--- src/rtl/pt_walker_pkg.sv ---
package pt_walker_pkg;

    typedef enum logic [2:0] {
        ST_IDLE,
        ST_CHECK,
        ST_READ_PTE,
        ST_WAIT_PTE,
        ST_RESPOND
    } walk_state_e;

    typedef enum logic [1:0] {
        CAUSE_NONE     = 2'd0,
        CAUSE_BOUND    = 2'd1,
        CAUSE_ABSENT   = 2'd2,
        CAUSE_READONLY = 2'd3
    } fault_cause_e;

    localparam int PTE_W         = 32;
    localparam int PTE_PRESENT   = 0;
    localparam int PTE_WRITABLE  = 1;
    localparam int PTE_FRAME_LSB = 12;
    localparam int FRAME_W       = PTE_W - PTE_FRAME_LSB;

endpackage

--- src/rtl/pt_index_split.sv ---
module pt_index_split
    import pt_walker_pkg::*;
#(
    parameter int VA_W      = 32,
    parameter int PAGE_BITS = 12,
    parameter int PA_W      = FRAME_W + PAGE_BITS
) (
    input  logic [VA_W-1:0]           vaddr,
    input  logic [PA_W-1:0]           table_base,
    input  logic [VA_W-PAGE_BITS:0]   table_len,
    output logic [PAGE_BITS-1:0]      page_offset,
    output logic                      in_bounds,
    output logic [PA_W-1:0]           entry_addr
);
    localparam int VPN_W = VA_W - PAGE_BITS;

    logic [VPN_W-1:0] vpn;

    assign vpn         = vaddr[VA_W-1:PAGE_BITS];
    assign page_offset = vaddr[PAGE_BITS-1:0];
    assign in_bounds   = ({1'b0, vpn} < table_len);
    assign entry_addr  = table_base + PA_W'({vpn, 2'b00});

endmodule

--- src/rtl/pt_entry_eval.sv ---
module pt_entry_eval
    import pt_walker_pkg::*;
#(
    parameter int PAGE_BITS = 12,
    parameter int PA_W      = FRAME_W + PAGE_BITS
) (
    input  logic [PTE_W-1:0]     pte,
    input  logic [PAGE_BITS-1:0] page_offset,
    input  logic                 is_write,
    output fault_cause_e         cause,
    output logic [PA_W-1:0]      paddr
);
    logic [FRAME_W-1:0] frame;
    logic               unused_pte_bits;

    assign frame           = pte[PTE_W-1:PTE_FRAME_LSB];
    assign unused_pte_bits = ^pte[PTE_FRAME_LSB-1:PTE_WRITABLE+1];

    always_comb begin
        if (!pte[PTE_PRESENT]) begin
            cause = CAUSE_ABSENT;
        end else if (is_write && !pte[PTE_WRITABLE]) begin
            cause = CAUSE_READONLY;
        end else begin
            cause = CAUSE_NONE;
        end
        paddr = PA_W'({frame, page_offset});
    end

    // protection is only judged on entries that are present
    always_comb begin
        assert_absent_first_R6: assert (cause != CAUSE_READONLY || pte[PTE_PRESENT]);
    end

endmodule

--- src/rtl/pt_walker.sv ---
module pt_walker
    import pt_walker_pkg::*;
#(
    parameter int VA_W      = 32,
    parameter int PAGE_BITS = 12,
    parameter int PA_W      = FRAME_W + PAGE_BITS
) (
    input  logic                     clk,
    input  logic                     rst_n,
    input  logic                     req_valid,
    output logic                     req_ready,
    input  logic [VA_W-1:0]          req_vaddr,
    input  logic                     req_write,
    output logic                     rsp_valid,
    input  logic                     rsp_ready,
    output logic [PA_W-1:0]          rsp_paddr,
    output logic                     rsp_fault,
    output logic [1:0]               rsp_cause,
    output logic                     mem_rd_en,
    output logic [PA_W-1:0]          mem_rd_addr,
    input  logic                     mem_rd_dv,
    input  logic [PTE_W-1:0]         mem_rd_data,
    input  logic [PA_W-1:0]          cfg_base,
    input  logic [VA_W-PAGE_BITS:0]  cfg_len
);

    typedef struct packed {
        walk_state_e     st;
        logic [VA_W-1:0] va;
        logic            wr;
        fault_cause_e    cause;
        logic [PA_W-1:0] pa;
    } walk_regs_t;

    walk_regs_t r_d, r_q;

    logic [PAGE_BITS-1:0] offset;
    logic                 in_bounds;
    logic [PA_W-1:0]      entry_addr;
    fault_cause_e         eval_cause;
    logic [PA_W-1:0]      eval_paddr;

    pt_index_split #(
        .VA_W      (VA_W),
        .PAGE_BITS (PAGE_BITS),
        .PA_W      (PA_W)
    ) u_split (
        .vaddr       (r_q.va),
        .table_base  (cfg_base),
        .table_len   (cfg_len),
        .page_offset (offset),
        .in_bounds   (in_bounds),
        .entry_addr  (entry_addr)
    );

    pt_entry_eval #(
        .PAGE_BITS (PAGE_BITS),
        .PA_W      (PA_W)
    ) u_eval (
        .pte         (mem_rd_data),
        .page_offset (offset),
        .is_write    (r_q.wr),
        .cause       (eval_cause),
        .paddr       (eval_paddr)
    );

    always_comb begin
        r_d = r_q;
        case (r_q.st)
            ST_IDLE: begin
                if (req_valid) begin
                    r_d.va = req_vaddr;
                    r_d.wr = req_write;
                    r_d.st = ST_CHECK;
                end
            end
            ST_CHECK: begin
                if (in_bounds) begin
                    r_d.st = ST_READ_PTE;
                end else begin
                    r_d.cause = CAUSE_BOUND;
                    r_d.pa    = '0;
                    r_d.st    = ST_RESPOND;
                end
            end
            ST_READ_PTE: begin
                r_d.st = ST_WAIT_PTE;
            end
            ST_WAIT_PTE: begin
                if (mem_rd_dv) begin
                    r_d.cause = eval_cause;
                    r_d.pa    = (eval_cause == CAUSE_NONE) ? eval_paddr : '0;
                    r_d.st    = ST_RESPOND;
                end
            end
            ST_RESPOND: begin
                if (rsp_ready) begin
                    r_d.st = ST_IDLE;
                end
            end
            default: begin
                r_d.st = ST_IDLE;
            end
        endcase
    end

    always_ff @(posedge clk) begin
        if (!rst_n) begin
            r_q <= '0;
        end else begin
            r_q <= r_d;
        end
    end

    assign req_ready   = (r_q.st == ST_IDLE);
    assign rsp_valid   = (r_q.st == ST_RESPOND);
    assign rsp_paddr   = r_q.pa;
    assign rsp_cause   = r_q.cause;
    assign rsp_fault   = (r_q.cause != CAUSE_NONE);
    assign mem_rd_en   = (r_q.st == ST_READ_PTE);
    assign mem_rd_addr = entry_addr;

    // acceptance closes the request port on the next cycle
    assert_busy_after_accept_R2: assert property (@(posedge clk) disable iff (!rst_n)
        (req_valid && req_ready) |=> !req_ready);

    // a failed length test is never followed by a read
    assert_no_read_on_bound_R3: assert property (@(posedge clk) disable iff (!rst_n)
        (r_q.st == ST_CHECK && !in_bounds) |=> !mem_rd_en);

    // the entry read strobe lasts a single cycle
    assert_single_strobe_R4: assert property (@(posedge clk) disable iff (!rst_n)
        mem_rd_en |=> !mem_rd_en);

    // a response waiting for the requester does not move
    assert_rsp_hold_R9: assert property (@(posedge clk) disable iff (!rst_n)
        (rsp_valid && !rsp_ready) |=> (rsp_valid && $stable(rsp_paddr) && $stable(rsp_cause)));

    // faulting responses carry no address
    assert_fault_zero_addr_R10: assert property (@(posedge clk) disable iff (!rst_n)
        (rsp_valid && rsp_fault) |-> (rsp_paddr == '0));

    // a good translation keeps the requested offset
    assert_offset_kept_R8: assert property (@(posedge clk) disable iff (!rst_n)
        (rsp_valid && !rsp_fault) |-> (rsp_paddr[PAGE_BITS-1:0] == r_q.va[PAGE_BITS-1:0]));

endmodule

--- config.mk ---
export PLATFORM = sky130hd
export DESIGN_NAME = pt_walker
export DESIGN_NICKNAME = d
export VERILOG_FILES = /design/src/rtl/pt_walker_pkg.sv /design/src/rtl/pt_index_split.sv /design/src/rtl/pt_entry_eval.sv /design/src/rtl/pt_walker.sv
export SDC_FILE = /design/constraint.sdc
export NUM_CORES = 1
export LEC_CHECK = 0
export BUFFER_PORTS_ARGS = -buffer_cell sky130_fd_sc_hd__buf_4
export CORE_MARGIN = 2
export CORE_UTILIZATION = 47
export CTS_CLUSTER_SIZE = 16
export DETAILED_ROUTE_END_ITERATION = 10
export PLACE_DENSITY = 0.81
export SLEW_MARGIN = 20
export SYNTH_ARGS = -nofsm -noshare
export SYNTH_HDL_FRONTEND = slang
export SYNTH_SLANG_ARGS = --single-unit
--- constraint.sdc ---
create_clock -name clk -period 8.9 [get_ports clk]
set_input_delay 2.67 -clock clk [delete_from_list [all_inputs] [get_ports clk]]
set_output_delay 2.67 -clock clk [all_outputs]
set_load 0.03 [all_outputs]
==> results.cfg <==
[yosys]
syn_area_um2 = 4660
yosysWarnings = 0
synthAdderAreaFrac = 0.109
syn_inst = 590
synth-seq-area-share = 0.301
muxShareOfSynthArea = 0.00241
synthXorXnorAreaFrac = 0.0488
synthFlopType = dfxtp_1
synth_top_family_by_area = compound AO/OA/AOI/OAI gates
ys_ff_latch = 70
synth-edff-count = 0
syn_avg_cell_area_um2 = 7.90
synth_cell_types = 57
synthArstFlopShare = 0
synth_compound_area_frac = 0.217
yosys.area_share.simple = 0.216
syn_nets = 753

[timing]
post-route-period-util = 0.889
max_freq_mhz = 126
clock_skew_ns = 0.0117
min_period_ns = 7.91
setup_viol = 0
fin_ws_ns = 0.991
max-slew-margin-rel = 0.352
drv_slew = 0
tightest_slew_ns = 0.966
rsz0062_at_grt = false
setup_tns_ns = 0
hold_violations = 0

[worst_setup_path]
crit_type = input pin to output port
cp-startpoint = cfg_base[2]
worstSetupStartpointType = input pin
crit_arrival_ns = 5.24
r2r_start = r_q[66]
cp.required_ns = 6.23
slowest_delay_ns = 0.44
crit_path_end_kind = output port
crit_slowest_cell = a2111oi_0
critPathMaxFanout = 4
cp_cell_sequence = buf_4 > ha_1 > fa_1 > a21o_1 > a221o_1 > nand3b_1 > o211ai_1 > a21o_1 > a2111oi_0 > buf_4

[clock_tree]
cts_buffer_depth = 2
numClockSinks = 70
htree_levels = 3
cts_buffers = 9
hold_buffers = 0
cts_tree = built
clk_latency_ns = 0.33
cts_resized = 0
root_buffer = clkbuf_8
postCtsSetupRepairBufs = 0
clkTransAtPathRegs_ns = 0.07

[finish]
post-route-util = 0.615
final_area_um2 = 5950
area_growth_pct = 27.7
nets = 882
num_antenna_cells = 0
drive_gt1_frac = 0.325
multi_input_area_um2 = 2780
layout.area.seq_um2 = 1400
fillers = 884
final_cell_mix = buf_4 (181), nand2_1 (115), dfxtp_1 (70), a21oi_1 (60)
mostFrequentLayoutCell = buf_4

[floorplan]
chipHeight_um = 104
die_w_um = 104
core_um2 = 9680
start_util = 0.482
io_pins = 193
dieArea_um2 = 10700
rows = 36

[min_path]
min_from = rsp_paddr[24]
worstHoldPathType = flop to flop

[placement]
gp_congestion = 0.896
hpwlAfterDp_um = 9740
portBuffers = 178
place_area_um2 = 5800
pre_cts_ws_ns = 0.984

[global_routing]
grt_pass1_vias = 4471
grt_start_max_net_pins = 38
overflow = 0
grt_usage = 0.228
antenna_found_initial = 0
grt_first_pass_wirelength_um = 20700

[power_and_ir_drop]
irDropWorstVdd_uv = 92.9
power_density_nw_per_um2 = 157
leakage_nw = 2.86

[route]
dr_total_vias = 4512
routed_via_density = 5.26
dr.pass1.iters = 5
wl_per_cell_um = 14.5
drtIter0Drc = 199
drt-total-wl_um = 12400
drcViolationCount = 0
ant_nets = 0

[flow_run]
max_cap_viol_count = 0

[outcome]
status = finished clean
[routing by layer]
metal	share of wire	vias to the layer above	global-route usage	routed length [µm]
met1	0.42	2064	0.279	5260
met5	0	-	0	0
met2	0.48	162	0.390	5990
met3	0.080	19	0.0573	996
li1	-	2267	-	-
met4	0.016	0	0.0792	201
[per-stage QoR]
step | hold slack, ns | total power [mW] | std cells
6_report | 0.453 | 0.937 | 857
5_1_grt | 0.472 | 0.991 | 857
3_3_place_gp | 0.439 | 0.722 | 841
4_1_cts | 0.455 | 0.942 | 857
3_5_place_dp | 0.445 | 0.731 | 841
2_1_floorplan | 0.429 | 0.605 | 590
[layout make-up]
class / instances / share of cell area
well taps: 133 / 0.0279
repair buffers: 181 / 0.228
flip-flops and latches: 70 / 0.235
inverters: 25 / 0.0158
multi-input cells: 432 / 0.466
clock buffers: 12 / 0.0227
clock inverters: 4 / 0.00399
[worst max-delay path, delay by kind of cell]
kind | cells | cell delay [ns]
compound gates | 5 | 1.45
fa+ha+maj | 2 | 0.64
buf+inv | 2 | 0.35
simple gates | 1 | 0.11
[sequential cells by signal, summed over array words and instances, names as in the netlist]
signal	cells
r_q	36
rsp_paddr	32
rsp_cause	2
[cell usage after synthesis, drive strengths merged (2+ instances only)]
| cell type | number | area, µm² |
|---|---|---|
| a211oi | 3 | 22.5 |
| a21boi | 3 | 33.8 |
| and2 | 3 | 18.8 |
| ha | 39 | 488 |
| nand4 | 11 | 68.8 |
| nor3b | 2 | 15.0 |
| nand2 | 116 | 435 |
| o211ai | 2 | 15.0 |
| o21bai | 2 | 15.0 |
| nand2b | 4 | 25.0 |
| nand3 | 39 | 195 |
| inv | 24 | 90.1 |
| o22ai | 2 | 12.5 |
| nor4 | 2 | 18.8 |
| nand3b | 2 | 15.0 |
| o21a | 6 | 45.0 |
| a21oi | 60 | 300 |
| dfxtp | 70 | 1400 |
| a21o | 18 | 136 |
| nor2 | 16 | 60.1 |
| xor2 | 11 | 96.3 |
| xnor2 | 15 | 131 |
| nand4b | 2 | 32.5 |
| o21ai | 40 | 313 |
| buf | 44 | 332 |
| clkbuf | 19 | 71.3 |
| and3 | 3 | 18.8 |
| o31ai | 3 | 27.5 |
| nor2b | 5 | 31.3 |
| nor3 | 6 | 30.0 |
[cell families (layout without fill, tap and decap cells)]
kind of cell	count (synthesis)	after routing
AND/OR/NAND/NOR	216	216
buffers and inverters	88	222
XOR/XNOR	26	26
adder cells (fa/ha/maj)	40	40
flip-flops	70	70
multiplexers	1	1
AO/OA/AOI/OAI	149	149
[worst paths after layout]
path                           to  slack [ns]  cells past startpoint
setup / recovery  mem_rd_addr[20]        0.99                     10
hold / removal      rsp_paddr[24]        0.45                      2
setup reg to reg     rsp_cause[0]        5.95                      7
hold reg to reg     rsp_paddr[24]        0.45                      2
[power breakdown]
group | leakage, nW | internal, mW | switching, mW
clock network | 0.0841 | 0.101 | 0.112
registers | 0.569 | 0.333 | 0.0183
logic | 2.21 | 0.151 | 0.221
(Power assumes the default switching activity.)
